### config.mk
export PLATFORM = sky130hd
export DESIGN_NAME = acc_alu
export DESIGN_NICKNAME = d
export VERILOG_FILES = /design/src/rtl/acc_alu_pkg.sv /design/src/rtl/alu_twoop.sv /design/src/rtl/alu_rotate.sv /design/src/rtl/alu_flagreg.sv /design/src/rtl/acc_alu.sv
export SDC_FILE = /design/constraint.sdc
export NUM_CORES = 1
export LEC_CHECK = 0
export BUFFER_PORTS_ARGS = -buffer_cell sky130_fd_sc_hd__buf_2
export CORE_MARGIN = 10
export CORE_UTILIZATION = 28
export CTS_CLUSTER_DIAMETER = 40
export DETAILED_ROUTE_END_ITERATION = 7
export GPL_ROUTABILITY_DRIVEN = 0
export GPL_TIMING_DRIVEN = 0
export MAX_ROUTING_LAYER = met4
export PLACE_DENSITY = 0.48
export SLEW_MARGIN = 0
export SYNTH_ARGS = -nofsm -noshare
export SYNTH_HDL_FRONTEND = slang
export SYNTH_SLANG_ARGS = --single-unit
### constraint.sdc
create_clock -name clk -period 6.6 [get_ports clk]
set_input_delay 1.32 -clock clk [delete_from_list [all_inputs] [get_ports clk]]
set_output_delay 1.32 -clock clk [all_outputs]
set_load 0.01 [all_outputs]
### src/rtl/acc_alu_pkg.sv
package acc_alu_pkg;
  typedef enum logic [1:0] {
    GRP_TWO = 2'd0,
    GRP_ROT = 2'd1,
    GRP_INC = 2'd2,
    GRP_DEC = 2'd3
  } grp_t;

  typedef enum logic [2:0] {
    OP_ADD = 3'd0,
    OP_ADC = 3'd1,
    OP_SUB = 3'd2,
    OP_SBB = 3'd3,
    OP_AND = 3'd4,
    OP_XOR = 3'd5,
    OP_OR  = 3'd6,
    OP_CMP = 3'd7
  } op_t;

  typedef enum logic [1:0] {
    ROT_LC = 2'd0,
    ROT_RC = 2'd1,
    ROT_LT = 2'd2,
    ROT_RT = 2'd3
  } rot_t;
endpackage

### src/rtl/alu_twoop.sv
module alu_twoop
  import acc_alu_pkg::*;
#(
  parameter int DW = 8
) (
  input  logic [DW-1:0] a,
  input  logic [DW-1:0] b,
  input  logic          cin,
  input  logic [2:0]    code,
  output logic [DW-1:0] res,
  output logic          cout
);
  localparam int XW = DW + 1;
  logic [XW-1:0] ax, bx, cx, wide;

  assign ax = {1'b0, a};
  assign bx = {1'b0, b};
  assign cx = {{DW{1'b0}}, cin};

  always_comb begin
    unique case (op_t'(code))
      OP_ADD:  wide = ax + bx;
      OP_ADC:  wide = ax + bx + cx;
      OP_SUB:  wide = ax - bx;
      OP_SBB:  wide = ax - (bx + cx);
      OP_AND:  wide = {1'b0, a & b};
      OP_XOR:  wide = {1'b0, a ^ b};
      OP_OR:   wide = {1'b0, a | b};
      default: wide = ax - bx;
    endcase
  end

  assign res  = wide[DW-1:0];
  assign cout = wide[DW];
endmodule

### src/rtl/alu_rotate.sv
module alu_rotate
  import acc_alu_pkg::*;
#(
  parameter int DW = 8
) (
  input  logic [DW-1:0] a,
  input  logic          cin,
  input  logic [1:0]    mode,
  output logic [DW-1:0] res,
  output logic          cout
);
  always_comb begin
    unique case (rot_t'(mode))
      ROT_LC: begin res = {a[DW-2:0], a[DW-1]}; cout = a[DW-1]; end
      ROT_RC: begin res = {a[0], a[DW-1:1]};    cout = a[0];    end
      ROT_LT: begin res = {a[DW-2:0], cin};     cout = a[DW-1]; end
      default: begin res = {cin, a[DW-1:1]};    cout = a[0];    end
    endcase
  end
endmodule

### src/rtl/alu_flagreg.sv
module alu_flagreg (
  input  logic clk,
  input  logic rst,
  input  logic we,
  input  logic upd_c,
  input  logic upd_zsp,
  input  logic c_nxt,
  input  logic z_nxt,
  input  logic s_nxt,
  input  logic p_nxt,
  output logic c_q,
  output logic z_q,
  output logic s_q,
  output logic p_q
);
  always_ff @(posedge clk) begin
    if (rst) begin
      c_q <= 1'b0;
      z_q <= 1'b0;
      s_q <= 1'b0;
      p_q <= 1'b0;
    end else if (we) begin
      if (upd_c) c_q <= c_nxt;
      if (upd_zsp) begin
        z_q <= z_nxt;
        s_q <= s_nxt;
        p_q <= p_nxt;
      end
    end
  end

  AST_FLAGS_CLEAR_ON_RESET: assert property (@(posedge clk) rst |=> ({c_q, z_q, s_q, p_q} == 4'b0));
  AST_FLAGS_HOLD_NO_STROBE: assert property (@(posedge clk) disable iff (rst) !we |=> $stable({c_q, z_q, s_q, p_q}));
endmodule

### src/rtl/acc_alu.sv
module acc_alu
  import acc_alu_pkg::*;
#(
  parameter int DW = 8
) (
  input  logic          clk,
  input  logic          rst,
  input  logic [1:0]    op_group,
  input  logic [2:0]    op_code,
  input  logic [DW-1:0] acc_in,
  input  logic [DW-1:0] opnd_in,
  input  logic          carry_in,
  input  logic          flag_we,
  output logic [DW-1:0] result,
  output logic          acc_we,
  output logic          flag_c,
  output logic          flag_z,
  output logic          flag_s,
  output logic          flag_p
);
  localparam logic [DW-1:0] ONE = {{(DW-1){1'b0}}, 1'b1};

  grp_t          grp;
  logic [DW-1:0] two_res, rot_res;
  logic          two_c, rot_c;
  logic          upd_c, upd_zsp, c_nxt;

  assign grp = grp_t'(op_group);

  alu_twoop #(.DW(DW)) u_twoop (
    .a(acc_in), .b(opnd_in), .cin(carry_in), .code(op_code),
    .res(two_res), .cout(two_c)
  );

  alu_rotate #(.DW(DW)) u_rotate (
    .a(acc_in), .cin(carry_in), .mode(op_code[1:0]),
    .res(rot_res), .cout(rot_c)
  );

  always_comb begin
    unique case (grp)
      GRP_TWO: begin
        result  = two_res;
        c_nxt   = two_c;
        upd_c   = 1'b1;
        upd_zsp = 1'b1;
        acc_we  = (op_t'(op_code) != OP_CMP);
      end
      GRP_ROT: begin
        result  = rot_res;
        c_nxt   = rot_c;
        upd_c   = 1'b1;
        upd_zsp = 1'b0;
        acc_we  = 1'b1;
      end
      GRP_INC: begin
        result  = opnd_in + ONE;
        c_nxt   = 1'b0;
        upd_c   = 1'b0;
        upd_zsp = 1'b1;
        acc_we  = 1'b0;
      end
      default: begin
        result  = opnd_in - ONE;
        c_nxt   = 1'b0;
        upd_c   = 1'b0;
        upd_zsp = 1'b1;
        acc_we  = 1'b0;
      end
    endcase
  end

  alu_flagreg u_flags (
    .clk(clk), .rst(rst), .we(flag_we),
    .upd_c(upd_c), .upd_zsp(upd_zsp),
    .c_nxt(c_nxt), .z_nxt(~|result), .s_nxt(result[DW-1]), .p_nxt(~^result),
    .c_q(flag_c), .z_q(flag_z), .s_q(flag_s), .p_q(flag_p)
  );

  AST_LOGIC_CLEARS_CARRY: assert property (@(posedge clk) disable iff (rst)
    (flag_we && grp == GRP_TWO && op_code inside {3'd4, 3'd5, 3'd6}) |=> !flag_c);
  AST_INCDEC_KEEPS_CARRY: assert property (@(posedge clk) disable iff (rst)
    (flag_we && (grp == GRP_INC || grp == GRP_DEC)) |=> flag_c == $past(flag_c));
  AST_ROT_KEEPS_ZSP: assert property (@(posedge clk) disable iff (rst)
    (flag_we && grp == GRP_ROT) |=> $stable({flag_z, flag_s, flag_p}));
  AST_ZERO_TRACKS_RESULT: assert property (@(posedge clk) disable iff (rst)
    (flag_we && grp != GRP_ROT) |=> flag_z == ($past(result) == '0));
  AST_SIGN_TRACKS_RESULT: assert property (@(posedge clk) disable iff (rst)
    (flag_we && grp != GRP_ROT) |=> flag_s == $past(result[DW-1]));
endmodule

==> impl_metrics.toml, run 1 <==
[status]
status = "finished clean"

[drt]
wl_mm = 10.1
vias = 2981
drtIter0Drc = 182
ant_nets = 0
viasPerCell = 5.27
drtPass1Iterations = 5
wire_per_inst_um = 17.8
route.detailed.drc = 0

[final_layout]
area_growth_pct = 13.6
layout-drive-gt1-share = 0.143
final_cells = 566
insertedDiodeCount = 0
nNetsFinal = 513

[setup_path]
reg2reg_from = "u_flags.c_q"
cp.arrival_ns = 4.18
slowest_stage = "clkbuf_1"
critPathTopFamily = "compound AO/OA/AOI/OAI gates"
cp_slowest_stage_delay_ns = 0.41
r2r_cells = 4
crit_buf_inv = 4
cpMostUsedCell = "nand2_1"
start_kind = "primary input"
cp-startpoint = "op_group[1]"
endpoint = "result[7]"
critPathMaxFanout = 10
end_kind = "output pin"
r2r_setup_slack_ns = 5.69
critPathKind = "primary input to output pin"
timing.rr.end = "u_flags.c_q"
crit_chain = "clkbuf_1 -> buf_6 -> nand2_1 -> ha_1 -> a211oi_1 -> o21bai_1 -> o41ai_1 -> xnor2_1 -> a31oi_1 -> nand2_1 -> nor2_1 -> buf_4 -> buf_2"
critPathRequiredTime_ns = 5.28
cp.depth = 13

[yosys]
synthTopCellsByArea = "ha_1, a21oi_1, nor2_1"
yosys-top-cells-count = "ha_1, a21oi_1, nor2_1"
ys_seq_area_frac = 0.0284
async_flop_share = 0
ys_seq_elements = 4
synth_warnings = 0
synth_area_sq_um = 2820
yosysTopAreaCellShare = 0.213
synthCells = 395
synth_cell_types = 64
syn_avg_cell_area_sq_um = 7.13
synth_fp_nets = 473
synth.most_common_cell = "ha_1"
synthFlopType = "dfxtp_1"
synth-edff-count = 0
yosys.area.top_type = "ha_1"

[power_and_ir_drop]
p_per_area_nw_per_um2 = 127
ir_worst_vdd_mv = 0.0377
p_leak_nw = 1.46

[sta]
fin_skew_ns = 0
slew_headroom = 0.636
tns_ns = 0
period_share = 0.833
report.final.slew_viol_count = 0
fmax_mhz = 182
rsz0062_at_grt = "no"
final_hold_viol_count = 0
max_slew.worst_pin.slew_ns = 0.543
fin_crit_ns = 5.50
worst_hold_slack_ns = 0.453
finalSetupViolations = 0

[global_routing]
grt_use_total = 0.139
grt_pass1_vias = 2978
grt_max_degree = 11
grt_pass1_wl_mm = 16.0
antenna_found_initial = 0
overflow = 0

[placement]
dp_hpwl_mm = 8.46
dp.cells = 563
place.port_buffers = 35

[clocking]
clock-sinks = 4
post_cts_resized = 0
numCtsBuffers = 3
postCtsSetupBuffers = 0
path_clk_slew_ns = 0.03
cts_tree = "built"
clock_path_buffers = 2
clk_latency_ns = 0.21
cts_root_buffer = "clkbuf_8"
hold_buffers = 0
h-tree-depth = 1

[floorplan]
design.core.area_sq_um = 9770
initial_utilization = 0.288
io_pins = 38
rows = 36
die_area_sq_um = 14500
die_w_um = 120
die_y_um = 120

[job]
cap_violations = 0

[min_path]
hold_start = "u_flags.s_q"
hold_class = "flop to flop"
==> per-layer routing <==
| layer | up-vias | GRT usage | share of wire |
|---|---|---|---|
| met2 | 85 | 0.229 | 0.45 |
| met4 | 0 | 0.0241 | 0.017 |
| met3 | 10 | 0.00651 | 0.031 |
| met1 | 1387 | 0.187 | 0.50 |
| li1 | 1499 | - | - |
| met5 | - | - | 0 |
==> sequential cells by signal, summed over array words and instances (netlist names) <==
register and count:
u_flags.c_q 1, u_flags.p_q 1, u_flags.s_q 1, u_flags.z_q 1
==> cells in the final DEF (no fill, tap or decap), types with 3 or more instances in the layout <==
master	synthesis	final
a211oi_1	6	6
or2_1	3	3
mux2i_1	12	12
nor4_1	5	5
and2_1	4	4
inv_1	39	39
clkbuf_1	6	6
a31oi_1	3	3
nand2_1	25	25
o21ai_0	24	24
nand3_1	4	4
o221ai_1	5	5
dfxtp_1	4	4
buf_2	3	38
a21oi_1	42	42
nor3_1	7	7
fa_1	5	5
a221o_1	3	3
buf_6	3	3
or3_1	5	5
a221oi_1	4	4
nor2_1	40	40
nor2b_1	3	3
nand2b_1	3	3
xor2_1	9	9
o211ai_1	7	7
xnor2_1	14	14
o31ai_1	3	3
ha_1	48	48
clkbuf_8	4	7
a21o_1	5	5
==> worst min-delay path by stage <==
stage                       end  slack, ns  cells after the start
floorplan           u_flags.s_q       0.47                      2
global placement    u_flags.s_q       0.45                      2
detailed placement  u_flags.s_q       0.45                      2
CTS                 u_flags.s_q       0.45                      2
global route        u_flags.s_q       0.48                      2
finish              u_flags.s_q       0.45                      2
==> cells by family after synthesis <==
group	synth area share
multiplexers	0.0427
adder cells (fa/ha/maj)	0.249
AND/OR/NAND/NOR	0.203
XOR/XNOR	0.0773
buffers and inverters	0.101
flip-flops	0.0284
AO/OA/AOI/OAI	0.298
==> through the flow <==
stage	util	total power, mW	instance area (sq um)	setup slack [ns]
after floorplan	-	0.259	2820	1.81
after global placement	0.323	0.352	3160	1.10
after detailed placement	0.323	0.353	3160	1.10
after CTS	0.327	0.407	3200	1.08
after global routing	0.327	0.447	3200	0.804
final	0.327	0.407	3200	1.10
==> power by group <==
group          internal, mW  switching [mW]
Sequential           0.0277         0.00134
Combinational         0.134           0.193
Clock                0.0388          0.0120
Total                 0.200           0.207
==> worst min-delay path, cell delays in order (launching register included) <==
cell and delay (ns):
dfxtp_1 0.29, nand2_1 0.05, a21oi_1 0.06
==> layout make-up <==
cell class | instances | area (sq um)
multi-input cells | 334 | 2450
plain buffers | 18 | 139
clock buffers | 3 | 41.3
flip-flops and latches | 4 | 80.1
inverters | 39 | 146
fillers | 1091 | 6580
repair buffers | 35 | 175
well taps | 133 | 166
(Power assumes the default switching activity.)
==> run 2: changes to the inputs <==
--- a/config.mk
+++ b/config.mk
@@ -5,6 +5,7 @@
 export SDC_FILE = /design/constraint.sdc
 export NUM_CORES = 1
 export LEC_CHECK = 0
+export ABC_AREA = 1
 export BUFFER_PORTS_ARGS = -buffer_cell sky130_fd_sc_hd__buf_2
 export CORE_MARGIN = 10
 export CORE_UTILIZATION = 28
==> constraint.sdc (replaced) <==
create_clock -name clk -period 5.6 [get_ports clk]
set_input_delay 1.12 -clock clk [delete_from_list [all_inputs] [get_ports clk]]
set_output_delay 1.12 -clock clk [all_outputs]
set_load 0.01 [all_outputs]
==> impl_metrics.toml, run 2 <==
[sta]
finalSetupViolations = 0
slew_headroom = 0.610
tns_ns = 0
fin_crit_ns = 5.00
period_share = 0.892
rsz0062_at_grt = "no"
fin_skew_ns = 0
final_hold_viol_count = 0
max_slew.worst_pin.slew_ns = 0.582
report.final.slew_viol_count = 0
fmax_mhz = 200
worst_hold_slack_ns = 0.558

[yosys]
synthFlopType = "dfxtp_1"
synth.most_common_cell = "nand2_1"
synth_area_sq_um = 2680
synth-edff-count = 0
synth_fp_nets = 530
synthTopCellsByArea = "ha_1, nand2_1, inv_1"
yosysTopAreaCellShare = 0.225
async_flop_share = 0
ys_seq_area_frac = 0.0299
synthCells = 452
synth_warnings = 0
ys_seq_elements = 4
syn_avg_cell_area_sq_um = 5.92
yosys.area.top_type = "ha_1"
synth_cell_types = 42
yosys-top-cells-count = "nand2_1, inv_1, ha_1"

[drt]
ant_nets = 0
viasPerCell = 4.90
wl_mm = 9.13
vias = 3035
drtIter0Drc = 219
drtPass1Iterations = 5
wire_per_inst_um = 14.7
route.detailed.drc = 0

[global_routing]
antenna_found_initial = 0
grt_pass1_vias = 2901
overflow = 0
grt_pass1_wl_mm = 14.9
grt_use_total = 0.129
grt_max_degree = 11

[final_layout]
nNetsFinal = 571
regArea_sq_um = 80.1
multi_input_area_sq_um = 2210
final_common_cell = "nand2_1"
layout-drive-gt1-share = 0.128
area_growth_pct = 14.3
insertedDiodeCount = 0
most-common-layout-cells = "nand2_1, inv_1, ha_1, buf_2, a21oi_1"
design_area_sq_um = 3060
fillerInstances = 1106

[power_and_ir_drop]
p_int_mw = 0.198
p_per_area_nw_per_um2 = 138
pwr-share-clk = 0.143
power_switching_mw = 0.225
pwr-share-comb = 0.778
p_leak_nw = 1.65
sequentialPowerShare = 0.079
switching_share = 0.531
ir_worst_vdd_mv = 0.144
total_power_mw = 0.423

[clocking]
numCtsBuffers = 3
path_clk_slew_ns = 0.03
cts_tree = "built"
post_cts_resized = 0
clock_path_buffers = 2
hold_buffers = 0
clk_latency_ns = 0.22
h-tree-depth = 1
clock-sinks = 4
cts_root_buffer = "clkbuf_8"
postCtsSetupBuffers = 0

[setup_path]
end_kind = "output pin"
cp_slowest_stage_delay_ns = 0.47
cp.arrival_ns = 3.88
slowest_stage = "fa_1"
critPathKind = "primary input to output pin"
critPathMaxFanout = 5
crit_chain = "buf_2 -> inv_1 -> fa_1 -> fa_1 -> or2_1 -> a21oi_2 -> inv_1 -> nand2_1 -> nand2_1 -> nand2_1 -> nand2_1 -> o21ai_0 -> nand4_1 -> a21oi_2 -> inv_1 -> buf_2"
start_kind = "primary input"
cpMostUsedCell = "nand2_1"
critPathRequiredTime_ns = 4.48

[placement]
place.port_buffers = 36
dp_hpwl_mm = 8.07
dpl-instance-area_sq_um = 3020

[status]
status = "finished clean"

[floorplan]
design.core.area_sq_um = 9280
die_y_um = 118
initial_utilization = 0.288
rows = 35
io_pins = 38
die_w_um = 118
die_area_sq_um = 13900

[job]
cap_violations = 0

[min_path]
hold_class = "flop to flop"
## run 2: layout make-up
class                           instances  area share
Timing Repair Buffer                   36      0.0589
Multi-Input combinational cell        352       0.722
Inverter                               86       0.106
Tap cell                              129      0.0528
Sequential cell                         4      0.0262
Clock buffer                            3      0.0135
Buffer                                 10      0.0200
## run 2: metal layers
metal | up-vias | share of wire | global-route usage
met3 | 8 | 0.040 | 0.00863
met4 | 0 | 0.010 | 0.0162
met1 | 1362 | 0.48 | 0.169
met5 | - | 0 | -
met2 | 91 | 0.47 | 0.218
li1 | 1574 | - | -
## run 2: kinds of logic (layout without fill, tap and decap cells)
group                    Yosys count  count (layout)  share of synthesized area
AND/OR/NAND/NOR                  186             186                      0.306
XOR/XNOR                          10              10                     0.0327
flip-flops                         4               4                     0.0299
adder cells (fa/ha/maj)           53              53                      0.262
AO/OA/AOI/OAI                    103             103                      0.225
buffers and inverters             96             135                      0.145
## run 2: stage by stage
stage / setup slack (ns) / cells / util
floorplan: 1.41 / 452 / -
global placement: 0.616 / 617 / 0.325
detailed placement: 0.620 / 617 / 0.325
CTS: 0.595 / 620 / 0.329
global route: 0.315 / 620 / 0.329
finish: 0.603 / 620 / 0.329
## run 2: path summary, 6_finish.rpt
path,from,cells past startpoint,endpoint,slack (ns)
worst max register to register,u_flags.p_q,3,u_flags.p_q,4.90
worst max-delay path,opnd_in[0],16,result[6],0.60
worst min register to register,u_flags.z_q,2,u_flags.z_q,0.56
worst min-delay path,u_flags.z_q,2,u_flags.z_q,0.56
## run 2: critical path, delay by kind of cell
| kind | cells | cell delay [ns] |
|---|---|---|
| buffers and inverters | 5 | 0.52 |
| AND/OR/NAND/NOR | 6 | 0.73 |
| AO/OA/AOI/OAI | 3 | 0.61 |
| adder cells (fa/ha/maj) | 2 | 0.87 |
## run 2: power groups by stage
stage          registers (mW)  logic (mW)  clock network (mW)
2_1_floorplan          0.0353       0.231                   0
3_3_place_gp           0.0336       0.327                   0
3_5_place_dp           0.0337       0.328                   0
4_1_cts                0.0333       0.330              0.0625
5_1_grt                0.0336       0.373              0.0653
6_report               0.0333       0.329              0.0607
==> run 3: changes to the inputs <==
--- a/config.mk
+++ b/config.mk
@@ -8,13 +8,14 @@
 export ABC_AREA = 1
 export BUFFER_PORTS_ARGS = -buffer_cell sky130_fd_sc_hd__buf_2
 export CORE_MARGIN = 10
-export CORE_UTILIZATION = 28
+export CORE_UTILIZATION = 50
 export CTS_CLUSTER_DIAMETER = 40
+export CTS_CLUSTER_SIZE = 12
 export DETAILED_ROUTE_END_ITERATION = 7
 export GPL_ROUTABILITY_DRIVEN = 0
 export GPL_TIMING_DRIVEN = 0
 export MAX_ROUTING_LAYER = met4
-export PLACE_DENSITY = 0.48
+export PLACE_DENSITY = 0.74
 export SLEW_MARGIN = 0
 export SYNTH_ARGS = -nofsm -noshare
 export SYNTH_HDL_FRONTEND = slang
==> constraint.sdc (replaced) <==
create_clock -name clk -period 5.6 [get_ports clk]
set_input_delay 0 -clock clk [delete_from_list [all_inputs] [get_ports clk]]
set_output_delay 0 -clock clk [all_outputs]
set_load 0.01 [all_outputs]
==> impl_metrics.toml, run 3 (synthesis results as in run 2) <==
[status]
status = "finished clean"

[power_and_ir_drop]
pwr-share-clk = 0.142
p_int_mw = 0.198
power_switching_mw = 0.221
switching_share = 0.528
pwr-share-comb = 0.777
ir_worst_vdd_mv = 0.293
p_leak_nw = 1.65
p_per_area_nw_per_um2 = 141
sequentialPowerShare = 0.080

[drt]
wl_met2_mm = 3.83
met1_length_mm = 3.65
highest_layer = "met4"
viasPerCell = 5.62
ant_nets = 0
routed-wl-met3_um = 504
wire_per_inst_um = 14.5
drtPass1Iterations = 7
route.detailed.drc = 0
drtIter0Drc = 240
vias = 3153
wl_mm = 8.16

[setup_path]
cpMostUsedCell = "nand2_1"
cp_slowest_stage_delay_ns = 0.46
r2r_cells = 3
slowest_stage = "fa_1"
crit_chain = "buf_2 -> inv_1 -> fa_1 -> fa_1 -> or2_1 -> a21oi_2 -> inv_1 -> nand2_1 -> nand2_1 -> nand2_1 -> nand2_1 -> o21ai_0 -> nand4_1 -> a21oi_2 -> ha_1 -> xnor2_1 -> xor2_1 -> a21o_1 -> inv_1"
timing.rr.end = "u_flags.p_q"
r2r_setup_slack_ns = 4.85
end_kind = "flop"
start_kind = "primary input"
cp.arrival_ns = 3.33
critPathKind = "primary input to flop"
reg2reg_from = "u_flags.p_q"
critPathRequiredTime_ns = 5.71
critPathMaxFanout = 5

[job]
cap_violations = 0

[sta]
fin_crit_ns = 3.22
max_slew.worst_pin.slew_ns = 0.557
finalSetupViolations = 0
rsz0062_at_grt = "no"
final_hold_viol_count = 0
fmax_mhz = 311
report.final.slew_viol_count = 0
tns_ns = 0
period_share = 0.575
fin_skew_ns = 0
slew_headroom = 0.627

[min_path]
hold_end = "u_flags.s_q"
hold_class = "primary input to flop"
min_path_cells = 4
hold_start = "rst"

[global_routing]
grt_max_degree = 11
grt_pass1_vias = 2969
overflow = 0
grt_pass1_wl_mm = 13.6
grt_use_total = 0.189
antenna_found_initial = 0

[floorplan]
io_pins = 38
initial_utilization = 0.520
rows = 26
design.core.area_sq_um = 5140
die_area_sq_um = 8680
die_w_um = 93.1
die_y_um = 93.1

[clocking]
post_cts_resized = 0
h-tree-depth = 1
cts_root_buffer = "clkbuf_8"
clock_path_buffers = 2
numCtsBuffers = 3
clock-sinks = 4
postCtsSetupBuffers = 0
hold_buffers = 0
clk_latency_ns = 0.22
path_clk_slew_ns = 0.03
cts_tree = "built"

[final_layout]
fillerInstances = 571
most-common-layout-cells = "nand2_1, inv_1, ha_1, buf_2, a21oi_1"
final_common_cell = "nand2_1"
design_area_sq_um = 2980
layout-drive-gt1-share = 0.128
nNetsFinal = 571
insertedDiodeCount = 0
area_growth_pct = 11.6

[placement]
dpl-instance-area_sq_um = 2940
place.port_buffers = 36
dp_hpwl_mm = 7.03
-- run 3: metrics by stage --
step	util	setup WS (ns)	instances	power [mW]	hold WS (ns)
global route	0.581	2.14	561	0.466	0.0854
detailed placement	0.573	2.23	558	0.354	0.272
global placement	0.573	2.26	558	0.348	0.262
floorplan	-	2.90	452	0.266	0.149
CTS	0.581	2.44	561	0.417	0.0578
finish	0.581	2.38	561	0.419	0.0546
-- run 3: power by group through the flow --
stage	Sequential (mW)	Combinational [mW]	Clock, mW
2_1_floorplan	0.0353	0.231	0
3_3_place_gp	0.0336	0.315	0
3_5_place_dp	0.0338	0.320	0
4_1_cts	0.0334	0.322	0.0614
5_1_grt	0.0338	0.368	0.0642
6_report	0.0336	0.326	0.0597
-- run 3: worst max path at each step --
stage          startpoint     endpoint  slack [ns]  cells past startpoint
6_report       opnd_in[0]  u_flags.p_q        2.38                     19
5_1_grt        opnd_in[0]  u_flags.p_q        2.14                     19
4_1_cts        opnd_in[0]  u_flags.p_q        2.44                     19
2_1_floorplan  opnd_in[0]  u_flags.p_q        2.90                     18
3_3_place_gp   opnd_in[0]  u_flags.p_q        2.26                     19
3_5_place_dp   opnd_in[0]  u_flags.p_q        2.23                     19
-- run 3: worst max-delay path: cells and delay by family --
kind,cells,cell delay (ns)
AOI/OAI and AO/OA,4,0.74
xor gates and xnor gates,2,0.36
adders and majority gates,3,1.15
buffers and inverters,4,0.35
and+or+nand+nor,6,0.73
-- run 3: area by class of cell --
cell class,instances,area (sq um),share of cell area
well taps,70,87.6,0.0294
inverters,86,325,0.109
repair buffers,36,180,0.0604
multi-input cells,352,2210,0.740
clock buffers,3,41.3,0.0138
flip-flops and latches,4,80.1,0.0268
plain buffers,10,61.3,0.0205
-- run 3: metal layers --
layer,vias up,GRT usage
met5,-,-
met1,1432,0.245
met2,134,0.315
li1,1573,-
met3,14,0.0152
met4,0,0.0334
